<file path="src/rtl/ser_tx_pkg.sv">
package ser_tx_pkg;
  typedef enum logic [1:0] {
    ST_IDLE = 2'd0,
    ST_SEND = 2'd1,
    ST_ACK  = 2'd2,
    ST_DONE = 2'd3
  } tx_state_e;

  typedef enum logic [1:0] {
    PH_HOLD  = 2'd0,
    PH_SETUP = 2'd1,
    PH_HIGH  = 2'd2
  } bit_phase_e;

  localparam int unsigned BYTE_W = 8;
  localparam logic [BYTE_W-1:0] TERM_BYTE = '1;
endpackage

</file>
<file path="src/rtl/ser_tx_sync.sv">
module ser_tx_sync #(
  parameter int unsigned STAGES = 2
) (
  input  logic clk_i,
  input  logic rst_ni,
  input  logic d_i,
  output logic q_o
);
  logic [STAGES-1:0] pipe_q;

  generate
    for (genvar g = 0; g < STAGES; g++) begin : g_stage
      always_ff @(posedge clk_i or negedge rst_ni) begin
        if (!rst_ni) pipe_q[g] <= 1'b1;
        else if (g == 0) pipe_q[g] <= d_i;
        else pipe_q[g] <= pipe_q[(g > 0) ? g-1 : 0];
      end
    end
  endgenerate

  assign q_o = pipe_q[STAGES-1];
endmodule

</file>
<file path="src/rtl/ser_tx_bitgen.sv">
module ser_tx_bitgen
  import ser_tx_pkg::*;
#(
  parameter int unsigned HALF = 4
) (
  input  logic              clk_i,
  input  logic              rst_ni,
  input  logic              start_i,
  input  logic [BYTE_W-1:0] byte_i,
  output logic              busy_o,
  output logic              sclk_o,
  output logic              sdata_o,
  output logic              done_o
);
  localparam int unsigned CW = (HALF > 1) ? $clog2(HALF) : 1;
  localparam int unsigned IW = $clog2(BYTE_W + 1);
  localparam logic [CW-1:0] CNT_LAST = CW'(HALF - 1);
  localparam logic [IW-1:0] IDX_END = IW'(BYTE_W);

  bit_phase_e        phase_q;
  logic [IW-1:0]     idx_q;
  logic [CW-1:0]     cnt_q;
  logic [BYTE_W-1:0] sh_q;
  logic              busy_q, sclk_q, data_q, done_q;

  always_ff @(posedge clk_i or negedge rst_ni) begin
    if (!rst_ni) begin
      phase_q <= PH_HOLD;
      idx_q   <= '0;
      cnt_q   <= '0;
      sh_q    <= '0;
      busy_q  <= 1'b0;
      sclk_q  <= 1'b0;
      data_q  <= 1'b1;
      done_q  <= 1'b0;
    end else begin
      done_q <= 1'b0;
      if (!busy_q) begin
        if (start_i) begin
          busy_q  <= 1'b1;
          sh_q    <= byte_i;
          idx_q   <= '0;
          cnt_q   <= '0;
          phase_q <= PH_HOLD;
          sclk_q  <= 1'b0;
          data_q  <= 1'b1;
        end
      end else begin
        unique case (phase_q)
          // one cycle of hold after each falling edge
          PH_HOLD: begin
            if (idx_q == IDX_END) begin
              busy_q <= 1'b0;
              done_q <= 1'b1;
            end else begin
              data_q  <= sh_q[BYTE_W-1];
              sh_q    <= {sh_q[BYTE_W-2:0], 1'b0};
              cnt_q   <= '0;
              phase_q <= PH_SETUP;
            end
          end
          PH_SETUP: begin
            if (cnt_q == CNT_LAST) begin
              sclk_q  <= 1'b1;
              cnt_q   <= '0;
              phase_q <= PH_HIGH;
            end else begin
              cnt_q <= cnt_q + 1'b1;
            end
          end
          PH_HIGH: begin
            if (cnt_q == CNT_LAST) begin
              sclk_q  <= 1'b0;
              cnt_q   <= '0;
              idx_q   <= idx_q + 1'b1;
              phase_q <= PH_HOLD;
            end else begin
              cnt_q <= cnt_q + 1'b1;
            end
          end
          default: phase_q <= PH_HOLD;
        endcase
      end
    end
  end

  assign busy_o  = busy_q;
  assign sclk_o  = sclk_q;
  assign sdata_o = data_q;
  assign done_o  = done_q;
endmodule

</file>
<file path="src/rtl/ser_tx_ackwait.sv">
module ser_tx_ackwait #(
  parameter int unsigned TIMEOUT = 64,
  parameter int unsigned BLANK   = 3
) (
  input  logic clk_i,
  input  logic rst_ni,
  input  logic start_i,
  input  logic line_i,
  output logic ack_o,
  output logic tmo_o
);
  localparam int unsigned TW = $clog2(TIMEOUT + 1);
  localparam logic [TW-1:0] T_LAST = TW'(TIMEOUT - 1);
  localparam logic [TW-1:0] T_BLANK = TW'(BLANK);

  logic [TW-1:0] cnt_q;
  logic          act_q, ack_q, tmo_q;

  always_ff @(posedge clk_i or negedge rst_ni) begin
    if (!rst_ni) begin
      cnt_q <= '0;
      act_q <= 1'b0;
      ack_q <= 1'b0;
      tmo_q <= 1'b0;
    end else begin
      ack_q <= 1'b0;
      tmo_q <= 1'b0;
      if (start_i) begin
        act_q <= 1'b1;
        cnt_q <= '0;
      end else if (act_q) begin
        // blanking skips the synchronizer still holding our own last bit
        if (cnt_q >= T_BLANK && !line_i) begin
          ack_q <= 1'b1;
          act_q <= 1'b0;
        end else if (cnt_q == T_LAST) begin
          tmo_q <= 1'b1;
          act_q <= 1'b0;
        end else begin
          cnt_q <= cnt_q + 1'b1;
        end
      end
    end
  end

  assign ack_o = ack_q;
  assign tmo_o = tmo_q;
endmodule

</file>
<file path="src/rtl/ser_byte_tx.sv">
module ser_byte_tx
  import ser_tx_pkg::*;
#(
  parameter int unsigned HALF        = 4,
  parameter int unsigned TIMEOUT     = 64,
  parameter int unsigned SYNC_STAGES = 2
) (
  input  logic              clk_i,
  input  logic              rst_ni,
  input  logic [BYTE_W-1:0] data_i,
  input  logic              valid_i,
  output logic              ready_o,
  input  logic              finish_i,
  output logic              sclk_o,
  output logic              sdata_o,
  output logic              sdata_oe_o,
  input  logic              sdata_i,
  output logic              busy_o,
  output logic              done_o,
  output logic              err_o
);
  localparam int unsigned BLANK = SYNC_STAGES + 1;

  tx_state_e         state_q;
  logic              err_q, term_q;
  logic              idle_ok, start, ack_start;
  logic              bg_busy, bg_done, line_s, ack, tmo;
  logic [BYTE_W-1:0] tx_byte;

  assign idle_ok   = (state_q == ST_IDLE) && !err_q;
  assign start     = idle_ok && (finish_i || valid_i);
  assign tx_byte   = finish_i ? TERM_BYTE : data_i;
  assign ack_start = (state_q == ST_SEND) && bg_done;

  ser_tx_sync #(.STAGES(SYNC_STAGES)) u_sync (
    .clk_i (clk_i),
    .rst_ni(rst_ni),
    .d_i   (sdata_i),
    .q_o   (line_s)
  );

  ser_tx_bitgen #(.HALF(HALF)) u_bitgen (
    .clk_i  (clk_i),
    .rst_ni (rst_ni),
    .start_i(start),
    .byte_i (tx_byte),
    .busy_o (bg_busy),
    .sclk_o (sclk_o),
    .sdata_o(sdata_o),
    .done_o (bg_done)
  );

  ser_tx_ackwait #(.TIMEOUT(TIMEOUT), .BLANK(BLANK)) u_ack (
    .clk_i  (clk_i),
    .rst_ni (rst_ni),
    .start_i(ack_start),
    .line_i (line_s),
    .ack_o  (ack),
    .tmo_o  (tmo)
  );

  always_ff @(posedge clk_i or negedge rst_ni) begin
    if (!rst_ni) begin
      state_q <= ST_IDLE;
      err_q   <= 1'b0;
      term_q  <= 1'b0;
    end else begin
      unique case (state_q)
        ST_IDLE: if (start) begin
          state_q <= ST_SEND;
          term_q  <= finish_i;
        end
        ST_SEND: if (bg_done) state_q <= ST_ACK;
        ST_ACK: begin
          if (ack) state_q <= term_q ? ST_DONE : ST_IDLE;
          else if (tmo) begin
            err_q   <= 1'b1;
            state_q <= ST_IDLE;
          end
        end
        ST_DONE: state_q <= ST_DONE;
        default: state_q <= ST_IDLE;
      endcase
    end
  end

  assign ready_o    = idle_ok && !finish_i;
  assign sdata_oe_o = (state_q == ST_SEND) && bg_busy;
  assign busy_o     = (state_q == ST_SEND) || (state_q == ST_ACK);
  assign done_o     = (state_q == ST_DONE);
  assign err_o      = err_q;
endmodule

</file>
<file path="config.mk">
export PLATFORM = sky130hd
export DESIGN_NAME = ser_byte_tx
export DESIGN_NICKNAME = d
export VERILOG_FILES = /design/src/rtl/ser_tx_pkg.sv /design/src/rtl/ser_tx_sync.sv /design/src/rtl/ser_tx_bitgen.sv /design/src/rtl/ser_tx_ackwait.sv /design/src/rtl/ser_byte_tx.sv
export SDC_FILE = /design/constraint.sdc
export NUM_CORES = 1
export LEC_CHECK = 0
export BUFFER_PORTS_ARGS = -buffer_cell sky130_fd_sc_hd__buf_2
export CAP_MARGIN = 20
export CELL_PAD_IN_SITES_DETAIL_PLACEMENT = 0
export CELL_PAD_IN_SITES_GLOBAL_PLACEMENT = 2
export CORE_ASPECT_RATIO = 1.4
export CORE_MARGIN = 5
export CORE_UTILIZATION = 40
export DETAILED_ROUTE_END_ITERATION = 8
export MAX_ROUTING_LAYER = met4
export PLACE_DENSITY = 0.91
export SLEW_MARGIN = 20
export SYNTH_ARGS = -nofsm -noshare
export SYNTH_HDL_FRONTEND = slang
export SYNTH_SLANG_ARGS = --single-unit
</file>
<file path="constraint.sdc">
create_clock -name clk_i -period 3.2 [get_ports clk_i]
set_input_delay 0.8 -clock clk_i [delete_from_list [all_inputs] [get_ports clk_i]]
set_output_delay 0.8 -clock clk_i [all_outputs]
set_load 0.01 [all_outputs]
</file>
**Word-level counts from Yosys, hierarchy flattened**

Cells that the tools add are included.
W data, S select, Z words.

- Output and inout bits: 7
- Bits in writable memories: 0
- Register bits: 36
- Latch bits: 0
- Input port bits: 13
- Word-level logic and storage cells: 125
- ROM bits: 0
- Memories kept: 0

- Add/sub/neg operators: 3
- Div/mod/pow operators: 0
- Magnitude comparators: 1
- Reductions and logical operators: 25
- Shift operators: 0
- Bitwise gates (word level): 1
- Equal/unequal tests: 22
- Mux-type cells: 56
- $mul: 0

Operators with widths:

| operator | count |
|---|---|
| $mux W8 | 5 |
| $mux W7 | 4 |
| $mux W1 | 26 |
| $mux W2 | 13 |
| $reduce_and A3 Y1 | 6 |
| $mux W4 | 4 |
| $ne A3 B3 Y1 const B | 5 |
| $ne A2 B2 Y1 const B | 7 |
| $eq A2 B2 Y1 const B | 4 |
| $pmux W2 S4 | 1 |
| $reduce_and A4 Y1 | 2 |
| $add A7 B1 Y7 const B | 1 |
| $eq A7 B6 Y1 const B | 1 |
| $ge A7 B2 Y1 const B | 1 |
| $logic_and A1 B1 Y1 | 6 |
| $pmux W2 S3 | 1 |
| $add A4 B1 Y4 const B | 1 |
| $eq A2 B1 Y1 const B | 2 |
| $eq A4 B4 Y1 const B | 1 |
| $logic_not A2 Y1 | 2 |
| $pmux W2 S2 | 1 |
| $reduce_bool A2 Y1 | 2 |
| $logic_not A1 Y1 | 3 |
| $ne A3 B1 Y1 const B | 1 |
| other kinds (7) | 8 |

**Depth between registers and ports, before layout**

Gate-level depths: netlist of the first run.

- Depth after elaboration: 5
- Depth in mapped cells: 7
- Mapped depth without buffers: 6

**Modules after synthesis**

Synthesis of the first run repeated with hierarchy kept, for this count alone.

- Cell total of the unflattened synthesis: 196
- Area total of the unflattened synthesis: 2,064.5 sq um

Modules (own cells, without submodules):

| module | cells an instance | area an instance (sq um) | sequential area each (sq um) | instances |
|---|---|---|---|---|
| ser_tx_bitgen | 103 | 1,083.5 | 501.7 | 1 |
| ser_tx_ackwait | 50 | 514.2 | 250.2 | 1 |
| ser_byte_tx | 41 | 414.1 | 100.1 | 1 |
| ser_tx_sync | 2 | 52.6 | 52.6 | 1 |

**Worst setup path after synthesis of the first run**

No wires, ideal clock.

- Path type: input to output
- From: in finish_i
- To: out ready_o
- Path buffers: 0
- Required time: 2.400 ns
- Stages: 1
- Arrival time: 0.969 ns
- Setup slack: 1.431 ns
- Cells stage by stage: nor2_1

- Longest elaborated chain between the ends: 2

RTL lines:

| item | RTL line | source |
|---|---|---|
| start, declared | ser_byte_tx.sv:13 | `input logic finish_i,` |
| $logic_not A1 Y1 | ser_byte_tx.sv:87 | `assign ready_o = idle_ok && !finish_i;` |
| $logic_and A1 B1 Y1 | ser_byte_tx.sv:87 |  |
| end, declared | ser_byte_tx.sv:12 | `output logic ready_o,` |

No other way between the ends.

**Worst setup path in the final report of the first run**

- From: reg state_q[1]
- To: out ready_o

- Longest elaborated chain between the ends: 3

RTL lines:

| item | RTL line | source |
|---|---|---|
| start, declared | ser_byte_tx.sv:24 | `tx_state_e state_q;` |
| start signal, assigned | ser_byte_tx.sv:75 | `if (ack) state_q <= term_q ? ST_DONE : ST_IDLE;` |
| $logic_not A2 Y1 | ser_byte_tx.sv:30 | `assign idle_ok = (state_q == ST_IDLE) && !err_q;` |
| $logic_and A1 B1 Y1 | ser_byte_tx.sv:30 |  |
| $logic_and A1 B1 Y1 | ser_byte_tx.sv:87 |  |

No other way between the ends.

==> results by group, run 1 <==
CTS
  – CTS max path bufs: 2
  – Num CTS Buffers: 5
  – Post-CTS Setup Repair Bufs: 0
  – TritonCTS clock tree: yes
  – Hold_buf cts: 0
  – # resized after CTS: 0
  – Clock sinks: 36
  – Clk_lat worst skew: approximately 290 ps
  – Clk slew on worst S/H paths: around 80 ps
  – Clock root cell: clkbuf_8
  – H-tree depth: 2

Synthesis
  – Avg Cell Area, Syn: roughly 9.7 um2
  – Yosys cell types: 52
  – Area leader, netlist: dfrtp_1
  – Ys flop type: dfrtp_1
  – Top post-synthesis cells by area: dfrtp_1 42%, ha_1 9.0%, nand2_1 6.0%, o21ai_0 4.1%, dfstp_2 4.0%
  – Number of synthesized flops with an enable pin: 0
  – Post-synth top area share: 0.423
  – Yosys warns: 0
  – Seq/Total Area, Yosys: 0.463
  – Flops & latches, synth: 36
  – Synthesized net count: 229
  – FFs w/ async S/R, synth: 1.00
  – Cells after Synth: 202
  – Netlist Area Pre-Place: 1950 um2

Global route
  – GR Util met2: 0.232
  – GR Util met3: 0.0315
  – Largest net degree at the start of global routing: 37
  – GRT overflow: 0
  – Initial antenna violation count: 0
  – Most Crowded Layer GR: met2
  – First-pass GRT wire length: 6.82 mm
  – Met1 Usage GRT: 0.153
  – Number of global-route vias before repair: 1,477
  – Total global-route track usage: 0.137

Floorplan
  – Initial core utilization: 0.407
  – Die area: between 6000 and 7000 um2
  – FP Rows: 30
  – Top-Level Pins: 20
  – CORE AREA: 4800 um2
  – Die Span Y: just over 90 um
  – Chip width: between 60 and 70 um

Critical path
  – Critical path type: flop to output port
  – Crit path buf inv count: 2
  – Setup crit end kind: output port
  – CP arrival: 1400 ps
  – Top delay family on crit path: flip-flops
  – Crit-path slowest cell: dfrtp_1
  – CP Data Required Time: 2400 ps
  – Worst Path Max Fanout: 4
  – CP max stage delay: 420 ps
  – Worst setup SP type: flop
  – CP cell instances: inv_1 -> ha_1 -> nand2b_1 -> nor2_1 -> buf_2

Drt
  – Routed len/inst: 14.0 um
  – # DRC: 0
  – Via Count: 1,486
  – ANT nets after route: 0
  – First-pass DRT Iterations: 4
  – DR vias/cell: 5.21
  – WL final: 3.98 mm
  – DRT iter0 DRCs: 82

Power
  – Pwr Total: 800 uW
  – Peak VDD IR: 0.176 mV
  – PwrDens: 367 nW/um2
  – Static leakage: 1.06 nW

Timing
  – Period minus WS final: 2200 ps
  – Clock Skews: 10.1 ps
  – Period utilization: 0.687
  – Fmax: approximately 450 MHz
  – Max-slew violations: 0
  – Worst-margin pin slew: just over 800 ps
  – # setup viols final: 0
  – Fin Setup TNS: 0 ps
  – Final Hold Fails: 0
  – RSZ-0062 raised after global routing: no
  – Normalized max-slew margin: 0.458
  – Worst hold slack: about 360 ps

Cells and area
  – Finished Layout Cells: approximately 290
  – Ant diodes: 0
  – Nets: 247
  – Share of cells above drive strength 1: 0.167
  – Area grow syn2layout: 11.4%
  – Final Core Density: 0.453

Flow run
  – MaxCap Viol Count: 0

Placement
  – Post-detail-place hpwl: 2.90 mm
  – IO Port Bufs: 19
  – Cell Count Post-Placement: 277
  – GPL Wtd Cong: 0.810

Outcome
  – Status: finished clean

Hold path
  – Hold WC Path Type: flop to flop
## per-layer routing
| metal | share of wire | routed length [um] | up-vias |
|---|---|---|---|
| li1 | - | - | 751 |
| met1 | 0.45 | 1800 | 706 |
| met2 | 0.51 | 2010 | 21 |
| met3 | 0.025 | 98 | 8 |
| met4 | 0.018 | 73 | 0 |
| met5 | 0 | 0 | - |
## cell families (layout without fill, tap and decap cells)
kind of cell,count (synthesis),after routing,share of synthesized area
fa+ha+maj,14,14,0.0896
buf+inv,19,38,0.0416
simple gates,73,73,0.184
compound gates,52,52,0.182
flops,36,36,0.463
xor+xnor,3,3,0.0134
mux,5,5,0.0262
## area by class of cell
type                    instances  area (um2)
clock inverters                 3        18.8
clock buffers                   5        68.8
flip-flops and latches         36         905
well taps                      64        80.1
repair buffers                 19        95.1
inverters                      11        41.3
multi-input cells             147         968
fillers                       516        2630
## cell usage after synthesis, drive strengths merged (2+ instances only)
| library cell | number |
|---|---|
| o22ai | 6 |
| nand2 | 31 |
| dfrtp | 33 |
| o21ai | 16 |
| a31oi | 2 |
| or2 | 2 |
| inv | 11 |
| a31o | 3 |
| nor2 | 10 |
| nor2b | 3 |
| and3 | 3 |
| a211oi | 2 |
| nand4 | 2 |
| and2 | 2 |
| a22o | 2 |
| nand2b | 6 |
| a21oi | 3 |
| nand3 | 7 |
| mux2i | 4 |
| clkbuf | 4 |
| ha | 14 |
| buf | 4 |
| dfstp | 3 |
| o31ai | 2 |
| xnor2 | 3 |
| o211ai | 2 |
## power breakdown
part	switching, mW	leakage (nW)	internal [mW]
sequential	0.000465	0.455	0.457
combinational	0.0129	0.560	0.00582
clock	0.172	0.0479	0.152
## path summary, 6_finish.rpt
| check | startpoint | endpoint | slack (ps) | depth (start not counted) |
|---|---|---|---|---|
| max in group asynchronous | rst_ni | u_bitgen.busy_o$_DFF_PN0_ | 2090 | 1 |
| min in group asynchronous | rst_ni | u_ack.cnt_q[3]$_DFFE_PN0P_ | 590 | 1 |
| hold / removal | u_sync.pipe_q[0]$_DFF_PN1_ | u_sync.q_o$_DFF_PN1_ | 360 | 0 |
| setup reg to reg | u_bitgen.busy_o$_DFF_PN0_ | u_bitgen.phase_q[1]$_DFFE_PN0P_ | 1250 | 4 |
| setup / recovery | state_q[1]$_DFFE_PN0P_ | ready_o | 1000 | 5 |
| hold reg to reg | u_sync.pipe_q[0]$_DFF_PN1_ | u_sync.q_o$_DFF_PN1_ | 360 | 0 |
## flip-flops by register name, summed over array words and instances (netlist names), 2 cells and up
register and cells:
state_q 2, u_ack.cnt_q 7, u_bitgen.cnt_q 2, u_bitgen.idx_q 4, u_bitgen.phase_q 2, u_bitgen.sh_q 8
## placed cells by master, fill, tap and decap left out, drive strengths merged, types with 3 or more instances in the layout
master   n
o22ai    6
a31o     3
a21oi    3
mux2i    4
nand2   31
nand2b   6
buf     19
nand3    7
nor2    10
nor2b    3
inv     11
clkbuf   5
xnor2    3
o21ai   16
dfrtp   33
dfstp    3
and3     3
ha      14
clkinv   3
## metrics by stage
stage          setup WS, ps  instance area, um2
2_1_floorplan          1430                1950
6_report               1000                2180
3_5_place_dp           1210                2090
5_1_grt                 838                2180
3_3_place_gp           1230                2090
4_1_cts                 996                2180
Power figures use the tool's default switching activity.
==> inputs of run 2 (changes only) <==
Settings changed: CORE_UTILIZATION 40 to 33, PLACE_DENSITY 0.91 to 0.81.
Clock period 3.2 ns to 2 ns, I/O delays scaled along.
==> run 2 against run 1 <==
Effect of this change:
- sequential share of layout area shrank 0.75 points
- worst hold slack got worse by 120 ps
- utilization down 7.2 points
- clock-buffer cell count unchanged
- register-to-register slack got worse by 1000 ps
- via count rose by 3.2%
- sequential cell count unchanged
- power increased by 60%
- die area is 18% higher
- largest cell class unchanged
- highest routed layer unchanged
==> results by group, run 2 (same netlist as run 1, synthesis figures left out) <==
Placement
  – GPL Wtd Cong: 0.809 (-0.12%)
  – Post-detail-place hpwl: 3.08 mm (+6.4%)
  – Pre-CTS setup slack: 214 ps (-997 ps)
  – IO Port Bufs: 19 (unchanged)
  – Cell Count Post-Placement: 287 (+3.6%)
  – Post-DP Area: 2130 um2 (+1.8%)

Cells and area
  – Largest Register: u_bitgen.sh_q
  – Ant diodes: 0 (unchanged)
  – Most frequent cells in the layout: 33 x dfrtp_1, 31 x nand2_1, 19 x buf_2, 16 x o21ai_0, 14 x ha_1
  – Nets: 251 (+1.6%)
  – Finished Layout Cells: 295 (+3.5%)
  – Design area: 2220 um2 (+1.8%)
  – Largest registers: u_bitgen.sh_q: 8 flops, u_ack.cnt_q: 7 flops, u_bitgen.idx_q: 4 flops
  – Share of cells above drive strength 1: 0.196 (+0.0281)
  – Max FFs per register: 8 (unchanged)
  – Area grow syn2layout: 13.4%
  – Final Core Density: 0.381 (-0.0723)
  – Leading cell type in the layout, fill and taps excluded: dfrtp_1

Floorplan
  – Top-Level Pins: 20 (unchanged)
  – Die Span Y: 101 um (+9.0%)
  – Initial core utilization: 0.336 (-0.0711)
  – CORE AREA: 5820 um2 (+21%)
  – Chip width: 75.0 um (+8.6%)
  – FP Rows: 33 (+10%)
  – Die area: 7580 um2 (+18%)

Hold path
  – Hold WC Path Type: input port to async pin

Global route
  – Total global-route track usage: 0.128 (-0.00861)
  – Initial antenna violation count: 0 (unchanged)
  – Number of global-route vias before repair: 1,594 (+7.9%)
  – First-pass GRT wire length: 7.33 mm (+7.4%)
  – GRT overflow: 0 (unchanged)
  – Largest net degree at the start of global routing: 37 (unchanged)

Power
  – Share of power burned in registers: 0.572 (about the same)
  – Peak VDD IR: 0.331 mV (+89%)
  – Switching power: 294 uW (+58%)
  – Clock power share: 0.403 (-0.002)
  – Pwr Total: 1.28 mW (+60%)
  – Static leakage: 1.08 nW (+1.5%)
  – PwrDens: 576 nW/um2 (+57%)
  – Int Power: 984 uW (+60%)
  – Gate power share: 0.025 (+0.002)
  – Switch share: 0.230 (-0.00201)

Critical path
  – Setup crit end kind: output port
  – CP Data Required Time: 1500 ps (-900 ps)
  – CP arrival: 1360 ps (-40 ps)
  – Critical Path Source: state_q[1]$_DFFE_PN0P_
  – Critical path type: flop to output port
  – Crit Reg-Reg Startpoint: state_q[1]$_DFFE_PN0P_
  – Worst Path Max Fanout: 4 (unchanged)
  – Worst setup SP type: flop

CTS
  – Clk_lat worst skew: 290 ps (about the same)
  – TritonCTS clock tree: yes
  – Clk slew on worst S/H paths: 80 ps (about the same)
  – CTS max path bufs: 2 (unchanged)
  – H-tree depth: 2 (unchanged)
  – Clock sinks: 36 (unchanged)
  – Num CTS Buffers: 5 (unchanged)
  – Clock root cell: clkbuf_8

Outcome
  – Status: finished clean

Timing
  – Period utilization: 0.931
  – Max-slew violations: 0 (unchanged)
  – Period minus WS final: around 1900 ps
  – Clock Skews: 4.88 ps (-5.25 ps)
  – # setup viols final: 0 (unchanged)
  – Normalized max-slew margin: 0.667 (+0.209)
  – Fin Setup TNS: 0 ps (unchanged)
  – Fmax: roughly 540 MHz
  – Final Hold Fails: 0 (unchanged)
  – Post-route setup slack: 139 ps (-863 ps)
  – RSZ-0062 raised after global routing: no
  – Worst hold slack: 246 ps (-118 ps)
  – Worst-margin pin slew: 494 ps (-319 ps)

Drt
  – # DRC: 0 (unchanged)
  – M1 WL: 1.93 mm (+7.3%)
  – Via Count: 1,534 (+3.2%)
  – DR vias/cell: 5.20 (-0.27%)
  – WL met2: 2.08 mm (+3.3%)
  – DRT iter0 DRCs: 79 (-3.7%)
  – Met3 wire length: 99 um (+1.0%)
  – ANT nets after route: 0 (unchanged)
  – Highest routed layer: met4
  – WL final: 4.20 mm (+5.5%)
  – First-pass DRT Iterations: 5 (+1)
  – Routed len/inst: 14.3 um (+2.0%)

Flow run
  – MaxCap Viol Count: 0 (unchanged)
run 2: cell types whose count changed in the layout (fill, tap and decap cells not counted), sizes merged:
cell	change
buf	+4
run 2: critical path: stages, from the launching register on:
cell and delay, ps:
dfrtp_1 430, inv_2 100, ha_1 180, nand2b_1 110, nor2_2 110, buf_2 140
run 2: layout make-up:
class	count	area [um2]
clock buffers	5	68.8
flip-flops and latches	36	905
well taps	70	87.6
fillers	581	3600
repair buffers	23	125
inverters	11	41.3
multi-input cells	147	971
clock inverters	3	18.8
run 2: power groups by stage:
stage                     logic [mW]  registers [mW]  clock network [mW]
final                         0.0317           0.732               0.515
after global routing          0.0375           0.732               0.569
after CTS                     0.0335           0.732               0.542
after detailed placement      0.0335           0.746                   0
after global placement        0.0336           0.746                   0
after floorplan              0.00194           0.746                   0
run 2: final timing paths:
path                            slack (ps)  cells after the start                         endpoint
worst max-delay path                   140                      5                          ready_o
min in group clk_i                     300                      1       u_sync.pipe_q[0]$_DFF_PN1_
worst min register to register         360                      0             u_sync.q_o$_DFF_PN1_
max in group asynchronous             1410                      2     u_bitgen.sdata_o$_DFFE_PN1P_
worst max register to register         240                      6  u_bitgen.phase_q[1]$_DFFE_PN0P_
worst min-delay path                   250                      2       u_ack.cnt_q[4]$_DFFE_PN0P_
run 2: timing repair:
action	CTS	global route
buffers inserted	0	0
endpoints found under the setup margin	0	1
hold buffers	0	0
resized for setup	0	3
endpoints found under the hold margin	0	0
run 2: per-layer routing:
metal	GRT usage	vias to the layer above
li1	-	761
met1	0.151	742
met2	0.208	23
met3	0.0250	8
met4	0.0575	0
met5	-	-
